===== config.mk =====
export PLATFORM = sky130hd
export DESIGN_NAME = stby_gate_ctrl
export DESIGN_NICKNAME = d
export VERILOG_FILES = /design/src/rtl/stby_pkg.sv /design/src/rtl/stby_wake_detect.sv /design/src/rtl/stby_seq_fsm.sv /design/src/rtl/stby_out_stage.sv /design/src/rtl/stby_gate_ctrl.sv
export SDC_FILE = /design/constraint.sdc
export NUM_CORES = 1
export LEC_CHECK = 0
export CAP_MARGIN = 30
export CORE_AREA = 2 2 39 41
export CTS_CLUSTER_SIZE = 12
export DETAILED_ROUTE_END_ITERATION = 6
export DIE_AREA = 0 0 41 43
export PLACE_DENSITY = 0.4
export SLEW_MARGIN = 10
export SYNTH_ARGS = -nofsm -noshare
export SYNTH_HDL_FRONTEND = slang
export SYNTH_SLANG_ARGS = --single-unit

===== constraint.sdc =====
create_clock -name clk -period 1.2 [get_ports clk]
set_input_delay 0.3 -clock clk [delete_from_list [all_inputs] [get_ports clk]]
set_output_delay 0.3 -clock clk [all_outputs]
set_load 0.02 [all_outputs]

===== src/rtl/stby_pkg.sv =====
package stby_pkg;

    typedef enum logic [1:0] {
        ST_RUN  = 2'd0,
        ST_PEND = 2'd1,
        ST_STBY = 2'd2
    } stby_state_e;

    typedef struct packed {
        logic force_run;   // reset or cold-reset request
        logic wake;        // any enabled interrupt or nmi
        logic quiet;       // bus idle and no external request
        logic retire;      // wait instruction retired
    } stby_evt_t;

    function automatic stby_state_e stby_next(input stby_state_e cur, input stby_evt_t ev);
        stby_state_e nx;
        nx = cur;
        if (ev.force_run) begin
            nx = ST_RUN;
        end else begin
            unique case (cur)
                ST_RUN: begin
                    if (ev.retire && !ev.wake)
                        nx = ev.quiet ? ST_STBY : ST_PEND;
                end
                ST_PEND: begin
                    if (ev.wake)
                        nx = ST_RUN;
                    else if (ev.quiet)
                        nx = ST_STBY;
                end
                ST_STBY: begin
                    if (ev.wake)
                        nx = ST_RUN;
                end
                default: nx = ST_RUN;
            endcase
        end
        return nx;
    endfunction

endpackage


===== src/rtl/stby_wake_detect.sv =====
module stby_wake_detect
    import stby_pkg::*;
#(
    parameter int          N_IRQ         = 6,
    parameter logic [N_IRQ-1:0] IRQ_WAKE_MASK = '1
) (
    input  logic [N_IRQ-1:0] irq,
    input  logic             nmi,
    input  logic             wait_done,
    input  logic             bus_idle,
    input  logic             ext_req,
    input  logic             reset_req,
    input  logic             cold_reset_req,
    output stby_evt_t        evt
);
    logic [N_IRQ-1:0] line_wake;

    for (genvar i = 0; i < N_IRQ; i++) begin : g_line
        if (IRQ_WAKE_MASK[i]) begin : g_on
            assign line_wake[i] = irq[i];
        end else begin : g_off
            assign line_wake[i] = 1'b0;
        end
    end

    always_comb begin
        evt.force_run = reset_req | cold_reset_req;
        evt.wake      = (|line_wake) | nmi;
        evt.quiet     = bus_idle & ~ext_req;
        evt.retire    = wait_done;
    end
endmodule


===== src/rtl/stby_seq_fsm.sv =====
module stby_seq_fsm
    import stby_pkg::*;
(
    input  logic        clk,
    input  logic        rst,
    input  stby_evt_t   evt,
    output stby_state_e state
);
    stby_state_e state_q;

    always_ff @(posedge clk) begin
        if (rst)
            state_q <= ST_RUN;
        else
            state_q <= stby_next(state_q, evt);
    end

    assign state = state_q;
endmodule


===== src/rtl/stby_out_stage.sv =====
module stby_out_stage
    import stby_pkg::*;
(
    input  logic        clk,
    input  logic        rst,
    input  stby_state_e state,
    input  stby_evt_t   evt,
    output logic        core_clk_en,
    output logic        stby_flag,
    output logic        irq_en_set
);
    logic pulse_q;

    always_ff @(posedge clk) begin
        if (rst)
            pulse_q <= 1'b0;
        else
            pulse_q <= evt.retire & ~evt.force_run & (state != ST_STBY);
    end

    always_comb begin
        stby_flag   = (state == ST_STBY);
        core_clk_en = ~stby_flag;
        irq_en_set  = pulse_q;
    end
endmodule


===== src/rtl/stby_gate_ctrl.sv =====
module stby_gate_ctrl
    import stby_pkg::*;
#(
    parameter int               N_IRQ         = 6,
    parameter logic [N_IRQ-1:0] IRQ_WAKE_MASK = '1
) (
    input  logic             clk,
    input  logic             rst,
    input  logic             wait_done,
    input  logic             bus_idle,
    input  logic             ext_req,
    input  logic [N_IRQ-1:0] irq,
    input  logic             nmi,
    input  logic             reset_req,
    input  logic             cold_reset_req,
    output logic             core_clk_en,
    output logic             stby_flag,
    output logic             irq_en_set
);
    stby_evt_t   evt;
    stby_state_e state;

    stby_wake_detect #(
        .N_IRQ        (N_IRQ),
        .IRQ_WAKE_MASK(IRQ_WAKE_MASK)
    ) wake_i (
        .irq           (irq),
        .nmi           (nmi),
        .wait_done     (wait_done),
        .bus_idle      (bus_idle),
        .ext_req       (ext_req),
        .reset_req     (reset_req),
        .cold_reset_req(cold_reset_req),
        .evt           (evt)
    );

    stby_seq_fsm fsm_i (
        .clk  (clk),
        .rst  (rst),
        .evt  (evt),
        .state(state)
    );

    stby_out_stage out_i (
        .clk        (clk),
        .rst        (rst),
        .state      (state),
        .evt        (evt),
        .core_clk_en(core_clk_en),
        .stby_flag  (stby_flag),
        .irq_en_set (irq_en_set)
    );
endmodule


==> flow_metrics.env <==
export IMPL_grt_use_total_pct=8.517
export IMPL_wire_per_inst_um=11.18
export IMPL_layout_cells_non_filler=55
export IMPL_place_congestion=0.7233
export IMPL_criticalPathCategory="flop to primary output"
export IMPL_cts_root_buffer="clkbuf_4"
export IMPL_cts_buffers=3
export IMPL_worst_r2r_startpoint="fsm_i.state[1]$_SDFFE_PP0P_"
export IMPL_cp_required_ns=0.90
export IMPL_crit_arrival_ns=0.86
export IMPL_fin_crit_ns=1.155
export IMPL_drc_errors=0
export IMPL_globalRouteOverflowTotal=0
export IMPL_htreeDepth=1
export IMPL_grt_pass1_wl_um=848
export IMPL_core_rowCount=14
export IMPL_syn_area_um2=136.4
export IMPL_synth_seq_cells=3
export IMPL_ctsLongestPathBuffers=2
export IMPL_synthesis_nets=29
export IMPL_insertedDiodeCount=0
export IMPL_crit_start="fsm_i.state[0]$_SDFFE_PP0P_"
export IMPL_layout_drive_gt1_share_pct=48.72
export IMPL_clk_pin_slew_ns=0.04
export IMPL_fp_dieArea_um2=1763
export IMPL_status="completed"
export IMPL_maxCapViolCount=0
export IMPL_routed_wirelength_um=615
export IMPL_grt_max_degree=5
export IMPL_syn_mean_instance_area_um2=9.092
export IMPL_rsz0062_at_grt="no"
export IMPL_tritoncts="yes"
export IMPL_worst_pin_slew_ns=0.2530
export IMPL_grt_pass1_vias=207
export IMPL_chipHeight_um=43
export IMPL_dpl_cell_area_um2=331.6
export IMPL_ant_nets=0
export IMPL_antenna_found_initial=0
export IMPL_skew_ns=0.007448
export IMPL_coreArea_um2=1384
export IMPL_fin_crit_sh_pct=96.26
export IMPL_fp_dieW_um=41
export IMPL_fill_cells=147
export IMPL_ff2ff_path_depth=3
export IMPL_setup_viol=0
export IMPL_io_buffers=16
export IMPL_drv_slew=0
export IMPL_synth_cell_type_count=12
export IMPL_clock_sinks=3
export IMPL_p_per_area_nw_per_um2=816.8
export IMPL_maxSlewHeadroom_pct=82.99
export IMPL_design_area_um2=417.9
export IMPL_clk_latency_ns=0.23
export IMPL_hp_class="input port to flop"
export IMPL_crit_end="core_clk_en"
export IMPL_cp_max_fo=4
export IMPL_start_util_pct=9.855
export IMPL_cp_end_kind="primary output"
export IMPL_leakage_nw=0.2111
export IMPL_rrSetupSlack_ns=0.17
export IMPL_final_common_cell="clkdlybuf4s50_1"
export IMPL_drt_initial_drc_count=2
export IMPL_dr_pass1_iters=2
export IMPL_syn_inst=15
export IMPL_ir_drop_mv=0.5646
export IMPL_ios=17
export IMPL_vias=204
export IMPL_ys_warnings_count=0
export IMPL_detail_route_vias_per_cell=3.709
export IMPL_hold_viol=0
export IMPL_r2r_end="fsm_i.state[1]$_SDFFE_PP0P_"
export IMPL_synth_seq_area_share_pct=44.04
export IMPL_cp_start_kind="flop"
export IMPL_max_freq_mhz=865.7
export IMPL_place_inst=49
export IMPL_final_cell_mix="clkdlybuf4s50_1 (7), dlymetal6s2s_1 (5), buf_4 (5), clkbuf_4 (3)"
export IMPL_nNetsFinal=54
export IMPL_area_delta_synth_final_pct=206.4
## logic make-up after synthesis
kind of cell,Yosys count,share of synthesized area (%)
simple gates,10,49.55
flops,3,44.04
compound gates,1,3.666
buf+inv,1,2.750
## final cells by class
| cell class | count | area, um^2 | share of cell area [%] |
|---|---|---|---|
| Clock buffer | 4 | 26.28 | 6.287 |
| Inverter | 1 | 3.754 | 0.8982 |
| Multi-Input combinational cell | 11 | 107.6 | 25.75 |
| Sequential cell | 3 | 61.31 | 14.67 |
| Tap cell | 16 | 20.02 | 4.790 |
| Timing Repair Buffer | 20 | 198.9 | 47.60 |
## stage by stage
| stage | power (mW) | utilization [%] | setup WS, ns | hold WS, ns | TNS, ns |
|---|---|---|---|---|---|
| after floorplan | 0.1117 | - | 0.1545 | 0.4307 | 0 |
| after global placement | 0.1612 | 23.96 | -0.2888 | 0.4984 | -1.022 |
| after detailed placement | 0.1605 | 23.96 | -0.3157 | 0.5101 | -1.037 |
| after CTS | 0.3493 | 26.58 | -0.002911 | 0.5354 | -0.002911 |
| after global routing | 0.3608 | 30.20 | 0.001436 | 0.3628 | 0 |
| final | 0.3414 | 30.20 | 0.04482 | 0.3531 | 0 |
## cells in the mapped netlist
library cell | number | share of area [%]
nand2b_1 | 1 | 4.6
nor4_2 | 1 | 9.2
and3_1 | 1 | 4.6
nor2b_2 | 1 | 6.4
a21oi_1 | 1 | 3.7
nor3_1 | 2 | 7.3
nand3_1 | 1 | 3.7
inv_1 | 1 | 2.7
dfxtp_1 | 3 | 44
or3b_1 | 1 | 6.4
nor2_1 | 1 | 2.7
nor4_1 | 1 | 4.6
## worst min-delay path by stage
stage | from | cells after the start | slack, ns | endpoint
after floorplan | fsm_i.state[1]$_SDFFE_PP0P_ | 1 | 0.43 | fsm_i.state[0]$_SDFFE_PP0P_
after global placement | fsm_i.state[1]$_SDFFE_PP0P_ | 2 | 0.50 | fsm_i.state[0]$_SDFFE_PP0P_
after detailed placement | fsm_i.state[1]$_SDFFE_PP0P_ | 2 | 0.51 | fsm_i.state[0]$_SDFFE_PP0P_
after CTS | fsm_i.state[1]$_SDFFE_PP0P_ | 2 | 0.54 | fsm_i.state[1]$_SDFFE_PP0P_
after global routing | wait_done | 2 | 0.36 | out_i.irq_en_set$_SDFF_PP0_
final | wait_done | 2 | 0.35 | out_i.irq_en_set$_SDFF_PP0_
## report_power, final
group | internal [mW] | switching [mW] | total [mW]
sequential | 0.101 | 0.000190 | 0.101
combinational | 0.0458 | 0.0179 | 0.0637
clock | 0.125 | 0.0518 | 0.176
## what timing repair did
action,4_1_cts,5_1_grt
pin swaps,4,4
hold buffers,0,0
endpoints found under the setup margin,5,3
endpoints found under the hold margin,0,0
resized for setup,13,14
buffers inserted,1,1
## flip-flops by register name, indices dropped and copies added, names as in the netlist
| signal | count |
|---|---|
| out_i.irq_en_set | 1 |
| fsm_i.state | 2 |
## critical path: stages, from the launching register on
cell and delay [ns]:
dfxtp_2 0.31, nand2b_4 0.15, buf_4 0.16
## layer usage
| metal | GRT usage, % | up-vias | wire, um |
|---|---|---|---|
| met5 | 0 | - | 0 |
| met1 | 10.22 | 83 | 286 |
| met4 | 8.000 | 0 | 0 |
| li1 | - | 104 | - |
| met3 | 7.330 | 0 | 97 |
| met2 | 8.438 | 17 | 231 |
Note: power is estimated with default switching activity, not from simulation.
